**src/rtl/reqHdrPkg.sv**
```systemverilog
package reqHdrPkg;
  localparam int ADDR_W     = 34;
  localparam int EXT_W      = 32;
  localparam int LEN_W      = 9;
  localparam int TID_W      = 8;
  localparam int CODE_W     = 4;
  localparam int IDX_W      = 4;
  localparam int BASE_BYTES = 3;
  localparam int ADDR_BYTES = 4;
  localparam int SMALL_HDR  = 8;
  localparam int BIG_HDR    = 16;
  localparam logic [CODE_W-1:0] FMT_TYPE = 4'h2;

  localparam logic [1:0] MODEL_SMALL  = 2'd0;
  localparam logic [1:0] MODEL_MEDIUM = 2'd1;
  localparam logic [1:0] MODEL_LARGE  = 2'd2;

  typedef struct packed {
    logic load;
    logic step;
  } hdrStrobe_t;

  typedef struct packed {
    logic              ok;
    logic [CODE_W-1:0] code;
    logic              wordPtr;
  } sizeInfo_t;

  function automatic logic typeAllowed(input logic [CODE_W-1:0] t);
    return (t == 4'b0100) || (t[3:2] == 2'b11);
  endfunction

  function automatic sizeInfo_t encodeSize(input logic [LEN_W-1:0] len,
                                           input logic [2:0] off);
    sizeInfo_t s;
    s = '0;
    case (len)
      9'd1:   begin s.ok = 1'b1;            s.code = {2'b00, off[1:0]}; s.wordPtr = off[2]; end
      9'd2:   begin s.ok = !off[0];         s.code = {3'b010, off[1]};  s.wordPtr = off[2]; end
      9'd4:   begin s.ok = (off[1:0] == 0); s.code = 4'b0110;           s.wordPtr = off[2]; end
      9'd8:   begin s.ok = (off == 0);      s.code = 4'b1000; end
      9'd16:  begin s.ok = (off == 0);      s.code = 4'b1001; end
      9'd32:  begin s.ok = (off == 0);      s.code = 4'b1010; end
      9'd64:  begin s.ok = (off == 0);      s.code = 4'b1011; end
      9'd128: begin s.ok = (off == 0);      s.code = 4'b1100; end
      9'd256: begin s.ok = (off == 0);      s.code = 4'b1101; end
      default: s = '0;
    endcase
    return s;
  endfunction
endpackage

```
**src/rtl/reqHdrCtrl.sv**
```systemverilog
module reqHdrCtrl
  import reqHdrPkg::*;
(
  input  logic              clk,
  input  logic              rstN,
  input  logic              reqValid,
  input  logic [CODE_W-1:0] reqType,
  input  logic [LEN_W-1:0]  reqLen,
  input  logic [2:0]        reqOff,
  input  logic [1:0]        addrModel,
  input  logic              outReady,
  input  logic              lastByte,
  output logic              reqReady,
  output logic              outValid,
  output logic              errPulse,
  output hdrStrobe_t        strobe,
  output logic [CODE_W-1:0] sizeCode,
  output logic              wordPtr
);
  typedef enum logic {S_IDLE, S_SEND} state_t;
  state_t state, stateNext;

  sizeInfo_t sz;
  logic accept, bad;

  assign sz       = encodeSize(reqLen, reqOff);
  assign sizeCode = sz.code;
  assign wordPtr  = sz.wordPtr;
  assign reqReady = (state == S_IDLE);
  assign outValid = (state == S_SEND);
  assign accept   = reqValid && reqReady;
  assign bad      = !typeAllowed(reqType) || (addrModel == 2'd3) || !sz.ok;

  assign strobe.load = accept && !bad;
  assign strobe.step = outValid && outReady && !lastByte;

  always_comb begin
    stateNext = state;
    case (state)
      S_IDLE: if (accept && !bad) stateNext = S_SEND;
      S_SEND: if (outReady && lastByte) stateNext = S_IDLE;
      default: stateNext = S_IDLE;
    endcase
  end

  always_ff @(posedge clk or negedge rstN) begin
    if (!rstN) begin
      state    <= S_IDLE;
      errPulse <= 1'b0;
    end else begin
      state    <= stateNext;
      errPulse <= accept && bad;
    end
  end


  err_no_send_chk: assert property (@(posedge clk) disable iff (!rstN)
    errPulse |-> !outValid);


  done_on_accept_chk: assert property (@(posedge clk) disable iff (!rstN)
    $fell(outValid) |-> $past(outReady && lastByte));


  hold_valid_chk: assert property (@(posedge clk) disable iff (!rstN)
    outValid && !outReady |=> outValid);
endmodule

```
**src/rtl/reqHdrData.sv**
```systemverilog
module reqHdrData
  import reqHdrPkg::*;
(
  input  logic                clk,
  input  logic                rstN,
  input  hdrStrobe_t          strobe,
  input  logic                sending,
  input  logic                outReady,
  input  logic [CODE_W-1:0]   reqType,
  input  logic [ADDR_W-1:3]   reqDwAddr,
  input  logic [EXT_W-1:0]    reqExt,
  input  logic [TID_W-1:0]    reqTid,
  input  logic [1:0]          addrModel,
  input  logic [CODE_W-1:0]   sizeCode,
  input  logic                wordPtr,
  output logic [7:0]          outData,
  output logic                lastByte
);
  logic [CODE_W-1:0] typeQ, sizeQ;
  logic              ptrQ;
  logic [TID_W-1:0]  tidQ;
  logic [ADDR_W-1:3] addrQ;
  logic [EXT_W-1:0]  extQ;
  logic [1:0]        modelQ;
  logic [IDX_W-1:0]  idxQ;

  logic [IDX_W-1:0]  extBytes, lastIdx, rel, extSel, addrSel;
  logic [31:0]       addrWord;

  always_ff @(posedge clk or negedge rstN) begin
    if (!rstN) begin
      typeQ  <= '0;
      sizeQ  <= '0;
      ptrQ   <= 1'b0;
      tidQ   <= '0;
      addrQ  <= '0;
      extQ   <= '0;
      modelQ <= MODEL_SMALL;
      idxQ   <= '0;
    end else if (strobe.load) begin
      typeQ  <= reqType;
      sizeQ  <= sizeCode;
      ptrQ   <= wordPtr;
      tidQ   <= reqTid;
      addrQ  <= reqDwAddr;
      extQ   <= reqExt;
      modelQ <= addrModel;
      idxQ   <= '0;
    end else if (strobe.step) begin
      idxQ   <= idxQ + 1'b1;
    end
  end

  always_comb begin
    case (modelQ)
      MODEL_MEDIUM: extBytes = 4'd2;
      MODEL_LARGE:  extBytes = 4'd4;
      default:      extBytes = 4'd0;
    endcase
  end

  assign lastIdx  = (modelQ == MODEL_SMALL) ? IDX_W'(SMALL_HDR - 1) : IDX_W'(BIG_HDR - 1);
  assign lastByte = (idxQ == lastIdx);
  assign addrWord = {addrQ[31:3], ptrQ, addrQ[ADDR_W-1:32]};
  assign rel      = idxQ - IDX_W'(BASE_BYTES);
  assign extSel   = extBytes - 4'd1 - rel;
  assign addrSel  = IDX_W'(ADDR_BYTES - 1) - (rel - extBytes);

  always_comb begin
    if (idxQ == 4'd0)                       outData = {FMT_TYPE, typeQ};
    else if (idxQ == 4'd1)                  outData = {sizeQ, tidQ[7:4]};
    else if (idxQ == 4'd2)                  outData = {tidQ[3:0], 4'h0};
    else if (rel < extBytes)                outData = 8'(extQ >> {extSel[1:0], 3'b000});
    else if ((rel - extBytes) < IDX_W'(ADDR_BYTES))
                                            outData = 8'(addrWord >> {addrSel[1:0], 3'b000});
    else                                    outData = 8'h00;
  end


  stable_byte_chk: assert property (@(posedge clk) disable iff (!rstN)
    sending && !outReady |=> $stable(outData));


  idx_in_range_chk: assert property (@(posedge clk) disable iff (!rstN)
    sending |-> idxQ <= lastIdx);
endmodule

```
**src/rtl/reqHdrBuilder.sv**
```systemverilog
module reqHdrBuilder
  import reqHdrPkg::*;
(
  input  logic              clk,
  input  logic              rstN,
  input  logic              reqValid,
  output logic              reqReady,
  input  logic [3:0]        reqType,
  input  logic [33:0]       reqAddr,
  input  logic [31:0]       reqExt,
  input  logic [8:0]        reqLen,
  input  logic [7:0]        reqTid,
  input  logic [1:0]        addrModel,
  output logic              outValid,
  input  logic              outReady,
  output logic [7:0]        outData,
  output logic              outLast,
  output logic              errPulse
);
  hdrStrobe_t        strobe;
  logic [CODE_W-1:0] sizeCode;
  logic              wordPtr, lastByte;

  reqHdrCtrl i_ctrl (
    .clk(clk), .rstN(rstN), .reqValid(reqValid), .reqType(reqType),
    .reqLen(reqLen), .reqOff(reqAddr[2:0]), .addrModel(addrModel),
    .outReady(outReady), .lastByte(lastByte), .reqReady(reqReady),
    .outValid(outValid), .errPulse(errPulse), .strobe(strobe),
    .sizeCode(sizeCode), .wordPtr(wordPtr)
  );

  reqHdrData i_data (
    .clk(clk), .rstN(rstN), .strobe(strobe), .sending(outValid),
    .outReady(outReady), .reqType(reqType), .reqDwAddr(reqAddr[ADDR_W-1:3]),
    .reqExt(reqExt), .reqTid(reqTid), .addrModel(addrModel),
    .sizeCode(sizeCode), .wordPtr(wordPtr), .outData(outData),
    .lastByte(lastByte)
  );

  assign outLast = outValid && lastByte;


  reset_idle_chk: assert property (@(posedge clk)
    !rstN |=> reqReady && !outValid && !errPulse);
endmodule

```
**config.mk**
```make
export PLATFORM = sky130hd
export DESIGN_NAME = reqHdrBuilder
export DESIGN_NICKNAME = d
export VERILOG_FILES = /design/src/rtl/reqHdrPkg.sv /design/src/rtl/reqHdrCtrl.sv /design/src/rtl/reqHdrData.sv /design/src/rtl/reqHdrBuilder.sv
export SDC_FILE = /design/constraint.sdc
export NUM_CORES = 1
export LEC_CHECK = 0
export CAP_MARGIN = 25
export CORE_MARGIN = 10
export CORE_UTILIZATION = 30
export DETAILED_ROUTE_END_ITERATION = 10
export HOLD_SLACK_MARGIN = 0.02
export SETUP_SLACK_MARGIN = 0.05
export SYNTH_ARGS = -nofsm -noshare
export SYNTH_HDL_FRONTEND = slang
export SYNTH_SLANG_ARGS = --single-unit
```
**constraint.sdc**
```tcl
create_clock -name clk -period 4.7 [get_ports clk]
set_input_delay 0.705 -clock clk [delete_from_list [all_inputs] [get_ports clk]]
set_output_delay 0.705 -clock clk [all_outputs]
set_load 0.02 [all_outputs]
```
Word-level counts from Yosys, hierarchy flattened:

Cells that the tools add are included.

* input port bits: 93
* bits in registers: 88
* word-level logic and storage cells: 73

* magnitude comparators: 2
* reduce and logical (&&, ||, !) cells: 21
* mux-type cells: 14
* bitwise gates (word level): 1
* shift-type cells: 2
* eq/ne operators: 17
* $add $sub $neg: 6

Operators by type and width (count)
* >> shifter 32 x 5 -> 8 bit: 2
* case mux 5 bit (9 select lines): 1
* two-way mux 8 bit: 5
* two-way mux 4 bit: 3
* equality test 9 x 1 -> 1 bit (second input constant): 1
* equality test 9 x 2 -> 1 bit (second input constant): 1
* equality test 9 x 3 -> 1 bit (second input constant): 1
* equality test 9 x 4 -> 1 bit (second input constant): 1
* equality test 9 x 5 -> 1 bit (second input constant): 1
* equality test 9 x 6 -> 1 bit (second input constant): 1
* equality test 9 x 7 -> 1 bit (second input constant): 1
* equality test 9 x 8 -> 1 bit (second input constant): 1
* equality test 9 bit (second input constant): 1
* logical AND 1 bit: 7
* equality test 2 bit (second input constant): 3
* case mux 3 bit (2 select lines): 1
* zero test 1 bit: 5
* adder 4 x 1 -> 4 bit (second input constant): 1
* equality test 4 x 1 -> 1 bit (second input constant): 1
* equality test 4 x 2 -> 1 bit (second input constant): 1
* equality test 4 x 3 -> 1 bit (second input constant): 1
* equality test 4 bit: 1
* zero test 2 bit: 2
* zero test 4 bit: 1
* 15 further kinds: 19

Longest topological paths before layout:

Gate-level depths: netlist of the first run.

* depth after elaboration: 10
* mapped depth: 13
* gate-level depth less buffers: 11

By module:

Synthesis of the first run repeated with hierarchy kept, for this count alone.

* cells, all modules: 358
* area total of the unflattened synthesis: 4631.9 um^2

Modules (own cells, without submodules)
* reqHdrData: cells an instance 291, area each 4172.8 um^2, instances 1, sequential area each 2152.1 um^2
* reqHdrCtrl: cells an instance 66, area each 452.9 um^2, instances 1, sequential area each 50.0 um^2
* reqHdrBuilder: cells an instance 1, area each 6.3 um^2, instances 1, sequential area each 0.0 um^2

Worst setup path after synthesis of the first run:

Ideal clock, no wire load.

* kind: register to output
* from: register i_data.idxQ[0]
* to: output port outData[0]
* slack: 0.922 ns
* stages on the path, launching flop included: 12
* data arrival time: 3.073 ns
* cell sequence: dfrtp_1 -> buf_2 -> buf_2 -> inv_1 -> ha_1 -> inv_1 -> ha_1 -> clkbuf_1 -> clkbuf_1 -> mux4_2 -> and2_1 -> a211o_1

* cells in the longest elaborated chain, start to end: 9

Ends and longest elaborated chain
* start: declaration: line reqHdrData.sv:25 `logic [IDX_W-1:0] idxQ;`
* start signal: assignment: line reqHdrData.sv:50 `idxQ <= idxQ + 1'b1;`
* subtractor 4 x 2 -> 4 bit: line reqHdrData.sv:65 `assign rel = idxQ - IDX_W'(BASE_BYTES);`
* subtractor 4 x 3 -> 4 bit: line reqHdrData.sv:67 `assign addrSel = IDX_W'(ADDR_BYTES - 1) - (rel - extBytes);`
* subtractor 2 bit: line reqHdrData.sv:67
* >> shifter 32 x 5 -> 8 bit: line reqHdrData.sv:75 `outData = 8'(addrWord >> {addrSel[1:0], 3'b000});`
* two-way mux 8 bit: line reqHdrData.sv:74 `else if ((rel - extBytes) < IDX_W'(ADDR_BYTES))`
* two-way mux 8 bit: line reqHdrData.sv:73 `else if (rel < extBytes) outData = 8'(extQ >> {extSel[1:0], 3'b000});`
* two-way mux 8 bit: line reqHdrData.sv:72 `else if (idxQ == 4'd2) outData = {tidQ[3:0], 4'h0};`
* two-way mux 8 bit: line reqHdrData.sv:71 `else if (idxQ == 4'd1) outData = {sizeQ, tidQ[7:4]};`
* two-way mux 8 bit *: line reqHdrData.sv:70 `if (idxQ == 4'd0) outData = {FMT_TYPE, typeQ};`
* end: declaration: line reqHdrBuilder.sv:16 `output logic [7:0] outData,`

Every way passes the cells marked *; elsewhere a longest branch is shown, timed or not.

Worst setup path in the final report of the first run:

* from: register i_data.idxQ[0]
* to: output port outData[1]

The elaborated chain is that of the path after synthesis.

==> results of run 1 <==
kinds of logic (layout without fill, tap and decap cells):
group | count (synthesis) | count (layout) | share of synthesized area (%)
AO/OA/AOI/OAI | 135 | 135 | 23.8
flip-flops | 88 | 88 | 48.8
AND/OR/NAND/NOR | 88 | 88 | 9.68
buffers and inverters | 42 | 137 | 4.91
multiplexers | 19 | 19 | 8.68
XOR/XNOR | 10 | 10 | 1.94
adder cells (fa/ha/maj) | 7 | 7 | 2.11
worst max path at each step:
stage          depth (start not counted)  slack (ns)      startpoint    endpoint
3_5_place_dp                          10        0.86  i_data.idxQ[0]  outData[1]
6_report                              10        0.53  i_data.idxQ[0]  outData[1]
2_1_floorplan                         11        0.92  i_data.idxQ[0]  outData[0]
3_3_place_gp                          10        0.93  i_data.idxQ[0]  outData[3]
5_1_grt                               10        0.25  i_data.idxQ[0]  outData[1]
4_1_cts                               10        0.47  i_data.idxQ[0]  outData[1]
metal layers:
metal / global-route usage [%] / share of wire [%] / wire, µm / vias to the layer above
met3: 4.24 / 6.6 / 836 / 16
met1: 16.3 / 45 / 5780 / 1759
met4: 4.07 / 1.5 / 194 / 0
met2: 19.5 / 46 / 5910 / 110
met5: 0 / 0 / 0 / -
li1: - / - / - / 1657
final cells by class:
| class | instances | area share [%] |
|---|---|---|
| clock buffer | 14 | 4.60 |
| inverter | 11 | 0.694 |
| clock inverter | 2 | 0.210 |
| tap | 184 | 3.87 |
| timing repair buffer | 110 | 18.4 |
| sequential | 88 | 37.0 |
| multi-input combinational | 259 | 35.2 |
sequential cells by signal, summed over array words and instances (netlist names):
register         count
i_data.typeQ         4
i_data.idxQ          4
i_data.sizeQ         4
i_data.extQ         32
i_data.tidQ          8
i_ctrl.outValid      1
i_data.modelQ        2
i_data.ptrQ          1
i_data.addrQ        31
i_ctrl.errPulse      1
cell usage in the layout (no fill, tap or decap), drive strengths merged, types with 2 or more instances in the layout:
| cell | n |
|---|---|
| and2 | 5 |
| ha | 6 |
| xnor2 | 7 |
| a22o | 77 |
| nor2b | 7 |
| a211o | 4 |
| nand3 | 3 |
| o31a | 4 |
| mux4 | 16 |
| inv | 11 |
| dfrtp | 88 |
| nand4 | 2 |
| nand2 | 16 |
| nor3 | 8 |
| clkbuf | 14 |
| clkdlybuf4s50 | 103 |
| buf | 7 |
| mux2i | 2 |
| a22oi | 2 |
| nor3b | 6 |
| a21oi | 14 |
| xor2 | 3 |
| or2 | 2 |
| a31o | 2 |
| or3 | 2 |
| o32a | 2 |
| a31oi | 4 |
| nor2 | 31 |
| o211ai | 2 |
| and3 | 4 |
| o2111ai | 2 |
| o21ai | 12 |
| o22ai | 3 |
power by group:
part / internal [mW] / switching (mW) / total, mW
Combinational: 0.237 / 0.255 / 0.492
Sequential: 0.773 / 0.0122 / 0.786
Clock: 0.401 / 0.283 / 0.684
synthesized netlist by cell type, types with 3 or more instances:
| library cell | instances |
|---|---|
| ha_1 | 6 |
| a31oi_1 | 4 |
| mux4_2 | 16 |
| nor3_1 | 6 |
| buf_6 | 5 |
| a211o_1 | 4 |
| nor2b_1 | 7 |
| xor2_1 | 3 |
| nand2_1 | 16 |
| o22ai_1 | 3 |
| o21ai_0 | 10 |
| buf_2 | 21 |
| dfrtp_1 | 88 |
| nor2_1 | 31 |
| a22o_1 | 77 |
| and2_1 | 5 |
| o31a_1 | 3 |
| a21oi_1 | 14 |
| xnor2_1 | 7 |
| nor3b_1 | 6 |
| and3_1 | 4 |
| inv_1 | 11 |
| clkbuf_1 | 5 |
| nand3_1 | 3 |
stage by stage:
stage	power [mW]	cells	hold WS [ns]	area, µm²	setup slack [ns]
after floorplan	1.08	389	0.409	4510	0.922
after global placement	1.29	652	0.448	5660	0.933
after detailed placement	1.30	652	0.456	5660	0.856
after CTS	1.99	668	0.372	5950	0.467
after global routing	2.06	668	0.393	5950	0.251
final	1.96	668	0.347	5950	0.531
critical path, cell delays in order (launching register included):
cell and delay (ns):
dfrtp_1 0.39, buf_4 0.21, ha_1 0.27, xnor2_1 0.29
fa_1 0.53, nor2b_1 0.14, o221ai_1 0.11, mux2i_1 0.27
and2_1 0.20, a211o_1 0.10, clkdlybuf4s50_1 0.61
==> results.md, run 1 <==
* Vias in the first global route at between 3000 and 4000
* Chip height at ~140 µm
* R2R depth at 6
* Hold Path Class: in2async
* Setup violators final at 0
* Initial core utilization at between 30% and 40%
* Number of flops mapped to enable cells by yosys at 0
* # fillers at 1400
* Setup bufs post-CTS at 0
* Fmax at approximately 240 MHz
* Max transition margin at between 40 and 50%
* Worst slew pin tran at 0.858 ns
* N_diodes at 0
* CTS sink cnt at 88
* Library cells used by synthesis at a little under 50
* Pleak at ~2.6 nW
* Largest cells by area after synthesis: dfrtp_1, a22o_1, mux4_2, nor2_1, buf_2
* Status: complete, no violations
* DRC at 0
* Layout cells sized above 1 at roughly a tenth
* Die ar. at around 20000 µm²
* PwrDens at 330 nW/µm²
* Die W at approximately 140 µm
* Clock Root Buffer: clkbuf_16
* Synth async-reset ratio at 100%
* Total grt overflow at 0
* Syn Nets at roughly 500
* Cell Rows at between 40 and 50
* Fin util at 40.6%
* RSZ-0062 raised after global routing: no
* Setup slack, reg-to-reg at approximately 2.6 ns
* R2r startpoint: i_ctrl.outValid
* Routed via count at ~3500
* Clock Skew at ~0.0064 ns
* Initial antenna violation count at 0
* First-pass GRT wire length at about 20000 µm
* Worst-skew pair later-pin latency at about 0.34 ns
* Final Hold Viols at 0
* Synthesis Warnings at 0
* Reg clk slew, reported paths at roughly 0.06 ns
* Final period utilization at around nine tenths
* GR Util All Layers at 12.6%
* Biggest fanout along the worst timing path at 12
* Post-synth top area share at between 40% and 50%
* Post-Synthesis Cell Area at between 4000 and 5000 µm²
* Drt wl/cell at between 15 and 20 µm
* Hold-fix buffers, CTS at 0
* Maximum buffer depth of the clock tree at 2
* Crit start category: flop
* Num CTS Buffers at 9
* Largest net degree at the start of global routing at 87
* Max Cap Violations at 0
* Area taken by flip-flops and latches at 2200 µm²
* #FFs+latches synth at between 80 and 90
* Critical path type: reg2out
* Mean Syn Cell Area at between 10 and 15 µm²
* Pins Over Slew Limit at 0
* CTS resizes at 0
* Port-buffer cells at about 100
* Nets at between 500 and 600
* Core footprint at roughly 15000 µm²
* GPL Wtd Cong at slightly below 0.9
* CP required at about 4 ns
* Final ANT Viol Nets at 0
* Multi-input logic area at about 2100 µm²
* Deepest level of the CTS H-tree at 3
* First-pass iteration count of the detailed router at 4
* CP Capture Type: output port
* Initial DRC count at ~250
* Reg2reg end: i_data.extQ[28]
* Top FF cell, synth: dfrtp_1
* Post-DP HPWL at 9470 µm
* Via density at approximately 5.3
* Crit path arrival time at about 3.5 ns
* Final Critical Period at about 4.2 ns
* # IOs at roughly 110
* Cell count after synthesis at slightly below 400
* Total Wirelength at approximately 13000 µm
* Sequential share of the synthesized area at approximately half
* Yosys top cell by area: dfrtp_1
* Area Growth Syn to Fin at 32.0%
* Peak VDD IR at ~0.00022 V
* CTS tree: done
* Setup TNS at 0 ns
(Power assumes the default switching activity.)
==> run 2: changes to the inputs <==
- CORE_UTILIZATION: 30 -> 47
- PLACE_DENSITY: not set -> 0.76
==> run 2 against run 1 <==
Non-clock buffer count shrank 1; highest routed layer unchanged; cell area fell by 2.4%; largest power group unchanged; largest cell class unchanged; fmax hardly changed.
==> results.md, run 2 (synthesized netlist as in run 1, its figures left out) <==
* Worst slew pin tran at 0.814 ns (was 0.858 ns)
* Initial core utilization at 48.6% (was 30.8%)
* CP max stage delay at 0.61 ns (about the same)
* # fillers at 750 (was 1400)
* # IOs at 105 (unchanged)
* CTS tree: done (unchanged)
* CP cell instances: inv_1 > ha_1 > inv_1 > ha_1 > inv_1 > fa_1 > nor2b_1 > o221ai_1 > mux2i_1 > and2_1 > a211o_1 > clkdlybuf4s50_1 (was buf_4 > ha_1 > xnor2_1 > fa_1 > nor2b_1 > o221ai_1 > mux2i_1 > and2_1 > a211o_1 > clkdlybuf4s50_1)
* Setup slack, reg-to-reg at 2.57 ns (was 2.58 ns)
* Fmax at 240 MHz (about the same)
* Pleak at 2.55 nW (was 2.58 nW)
* Part of the power in registers at 43.4% (was 40.1%)
* GR Util All Layers at 17.8% (was 12.6%)
* Most frequent cells in the layout: clkdlybuf4s50_1, dfrtp_1, a22o_1, nor2_1 (unchanged)
* Drt wl/cell at 20.2 µm (was 19.0 µm)
* Reg clk slew, reported paths at 0.10 ns (was 0.06 ns)
* Chip height at 118 µm (was 143 µm)
* Worst-skew pair later-pin latency at 0.36 ns (was 0.34 ns)
* Max transition margin at 45.7% (was 42.8%)
* First-pass GRT wire length at 20200 µm (was 20300 µm)
* Setup ws final at 0.534 ns (was 0.531 ns)
* Setup TNS at 0 ns (unchanged)
* Biggest fanout along the worst timing path at 6 (was 12)
* Core footprint at 9280 µm² (was 14600 µm²)
* Layout cells sized above 1 at 9.73% (was 9.50%)
* Busiest layer in global routing: met2 (unchanged)
* Via density at 5.92 (was 5.30)
* Routed via count at 3620 (was 3542)
* GR Layer Usage met3 at 5.52% (was 4.24%)
* Initial DRC count at 360 (was 251)
* Sw Ratio at 30.1% (was 28.0%)
* PwrDens at 313 nW/µm² (was 330 nW/µm²)
* Maximum buffer depth of the clock tree at 2 (unchanged)
* Most used cell, CP: inv_1
* NetSw at 0.547 mW (was 0.550 mW)
* Die ar. at 13900 µm² (was 20300 µm²)
* Crit start category: flop (unchanged)
* Clock Root Buffer: clkbuf_8 (was clkbuf_16)
* Reg2reg end: i_data.ptrQ (was i_data.extQ[28])
* Crit path arrival time at 3.46 ns (about the same)
* DRC at 0 (unchanged)
* Area taken by flip-flops and latches at 2200 µm² (unchanged)
* Cell Rows at 35 (was 44)
* CTS sink cnt at 88 (unchanged)
* Die W at 118 µm (was 143 µm)
* Clock Skew at 0.00729 ns (was 0.00638 ns)
* Area Growth Syn to Fin at 28.8% (was 32.0%)
* RSZ-0062 raised after global routing: no (unchanged)
* Hold Path Class: in2async (unchanged)
* Comb power frac at 26.4% (was 25.1%)
* Setup slack at placement at 0.904 ns (was 0.856 ns)
* Initial antenna violation count at 0 (unchanged)
* Final ANT Viol Nets at 0 (unchanged)
* M2 GR Usage at 27.6% (was 19.5%)
* Crit path to: outData[2] (was outData[1])
* Setup violators final at 0 (unchanged)
* R2R depth at 6 (unchanged)
* GPL Wtd Cong at 0.883 (was 0.874)
* Total Wirelength at 12400 µm (was 12700 µm)
* Met1 Usage GRT at 23.9% (was 16.3%)
* First-pass iteration count of the detailed router at 5 (was 4)
* Largest register by flop count: i_data.extQ (unchanged)
* Pins Over Slew Limit at 0 (unchanged)
* CP max stage cell: clkdlybuf4s50_1 (unchanged)
* Deepest level of the CTS H-tree at 3 (unchanged)
* Int Power at 1.27 mW (was 1.41 mW)
* Critical path origin: i_data.idxQ[0] (unchanged)
* Critical path type: reg2out (unchanged)
* Max Cap Violations at 0 (unchanged)
* Clock Power Share at 30.2% (was 34.9%)
* Final Hold Viols at 0 (unchanged)
* Setup bufs post-CTS at 0 (unchanged)
* Placed cells at 596 (was 652)
* Nets at 578 (was 579)
* Hold-fix buffers, CTS at 0 (unchanged)
* CP Capture Type: output port (unchanged)
* Final Critical Period at 4.17 ns (about the same)
* Multi-input logic area at 2090 µm² (unchanged)
* CTS resizes at 0 (unchanged)
* R2r startpoint: i_ctrl.outValid (unchanged)
* Layout Cells excl Fill at 612 (was 668)
* Final period utilization at 88.6% (was 88.7%)
* Num CTS Buffers at 9 (unchanged)
* Post-DP HPWL at 9210 µm (was 9470 µm)
* Largest regs: i_data.extQ: 32 flops, i_data.addrQ: 31 flops, i_data.tidQ: 8 flops (unchanged)
* N_diodes at 0 (unchanged)
* Total grt overflow at 0 (unchanged)
* Port-buffer cells at 104 (unchanged)
* Status: complete, no violations (unchanged)
* Largest net degree at the start of global routing at 81 (was 87)
* Max reg flops at 32 (unchanged)
* Peak VDD IR at 0.000165 V (was 0.000218 V)
* Vias in the first global route at 3657 (was 3723)
* Commonest non-fill, non-tap cell in the layout: clkdlybuf4s50_1 (unchanged)
* CP required at 3.99 ns (about the same)
[run 2: cell count changes in the layout (fill, tap and decap cells not counted), sizes merged]
| cell | change |
|---|---|
| buf | -1 |
| clkinvlp | -1 |
| clkbuf | -4 |
| inv | +3 |
| bufinv | +1 |
| clkinv | +1 |
[run 2: worst max-delay path: cells and delay by family, from the launching register on]
kind	cells	cell delay, ns
simple gates	2	0.34
fa+ha+maj	3	1.00
flops	1	0.42
buf+inv	4	0.82
mux	1	0.31
compound gates	2	0.23
[run 2: layout make-up]
| cell class | instances | share of cell area [%] |
|---|---|---|
| multi-input cells | 259 | 36.1 |
| clock inverters | 6 | 1.27 |
| clock buffers | 10 | 2.37 |
| flip-flops and latches | 88 | 37.9 |
| inverters | 11 | 0.711 |
| well taps | 129 | 2.78 |
| repair buffers | 109 | 18.9 |
[run 2: through the flow]
stage               cell area [µm²]  hold slack [ns]  total power, mW  util, %
finish                         5810            0.275             1.82     62.5
global route                   5810            0.279             1.91     62.5
CTS                            5810            0.272             1.83     62.5
detailed placement             5600            0.464             1.28     60.3
global placement               5570            0.449             1.27     60.0
floorplan                      4510            0.409             1.08        -
[run 2: per-layer routing]
layer / routed length, µm / share of wire (%)
met2: 5830 / 47
met1: 5580 / 45
met4: 115 / 0.93
met3: 836 / 6.8
met5: 0 / 0
[run 2: worst min path at each step]
stage                                from              end  slack, ns  cells after the start
final                                rstN  i_data.extQ[24]       0.27                      1
after global routing                 rstN  i_data.extQ[24]       0.28                      1
after floorplan                      rstN  i_ctrl.errPulse       0.41                      0
after global placement    i_data.typeQ[2]  i_data.typeQ[2]       0.45                      1
after detailed placement  i_data.typeQ[2]  i_data.typeQ[2]       0.46                      1
after CTS                            rstN  i_data.extQ[24]       0.27                      1
[run 2: power groups by stage]
stage	clock network [mW]	registers, mW	logic [mW]
6_report	0.549	0.787	0.479
5_1_grt	0.602	0.791	0.517
4_1_cts	0.562	0.787	0.480
3_5_place_dp	0	0.802	0.478
3_3_place_gp	0	0.800	0.468
2_1_floorplan	0	0.797	0.287
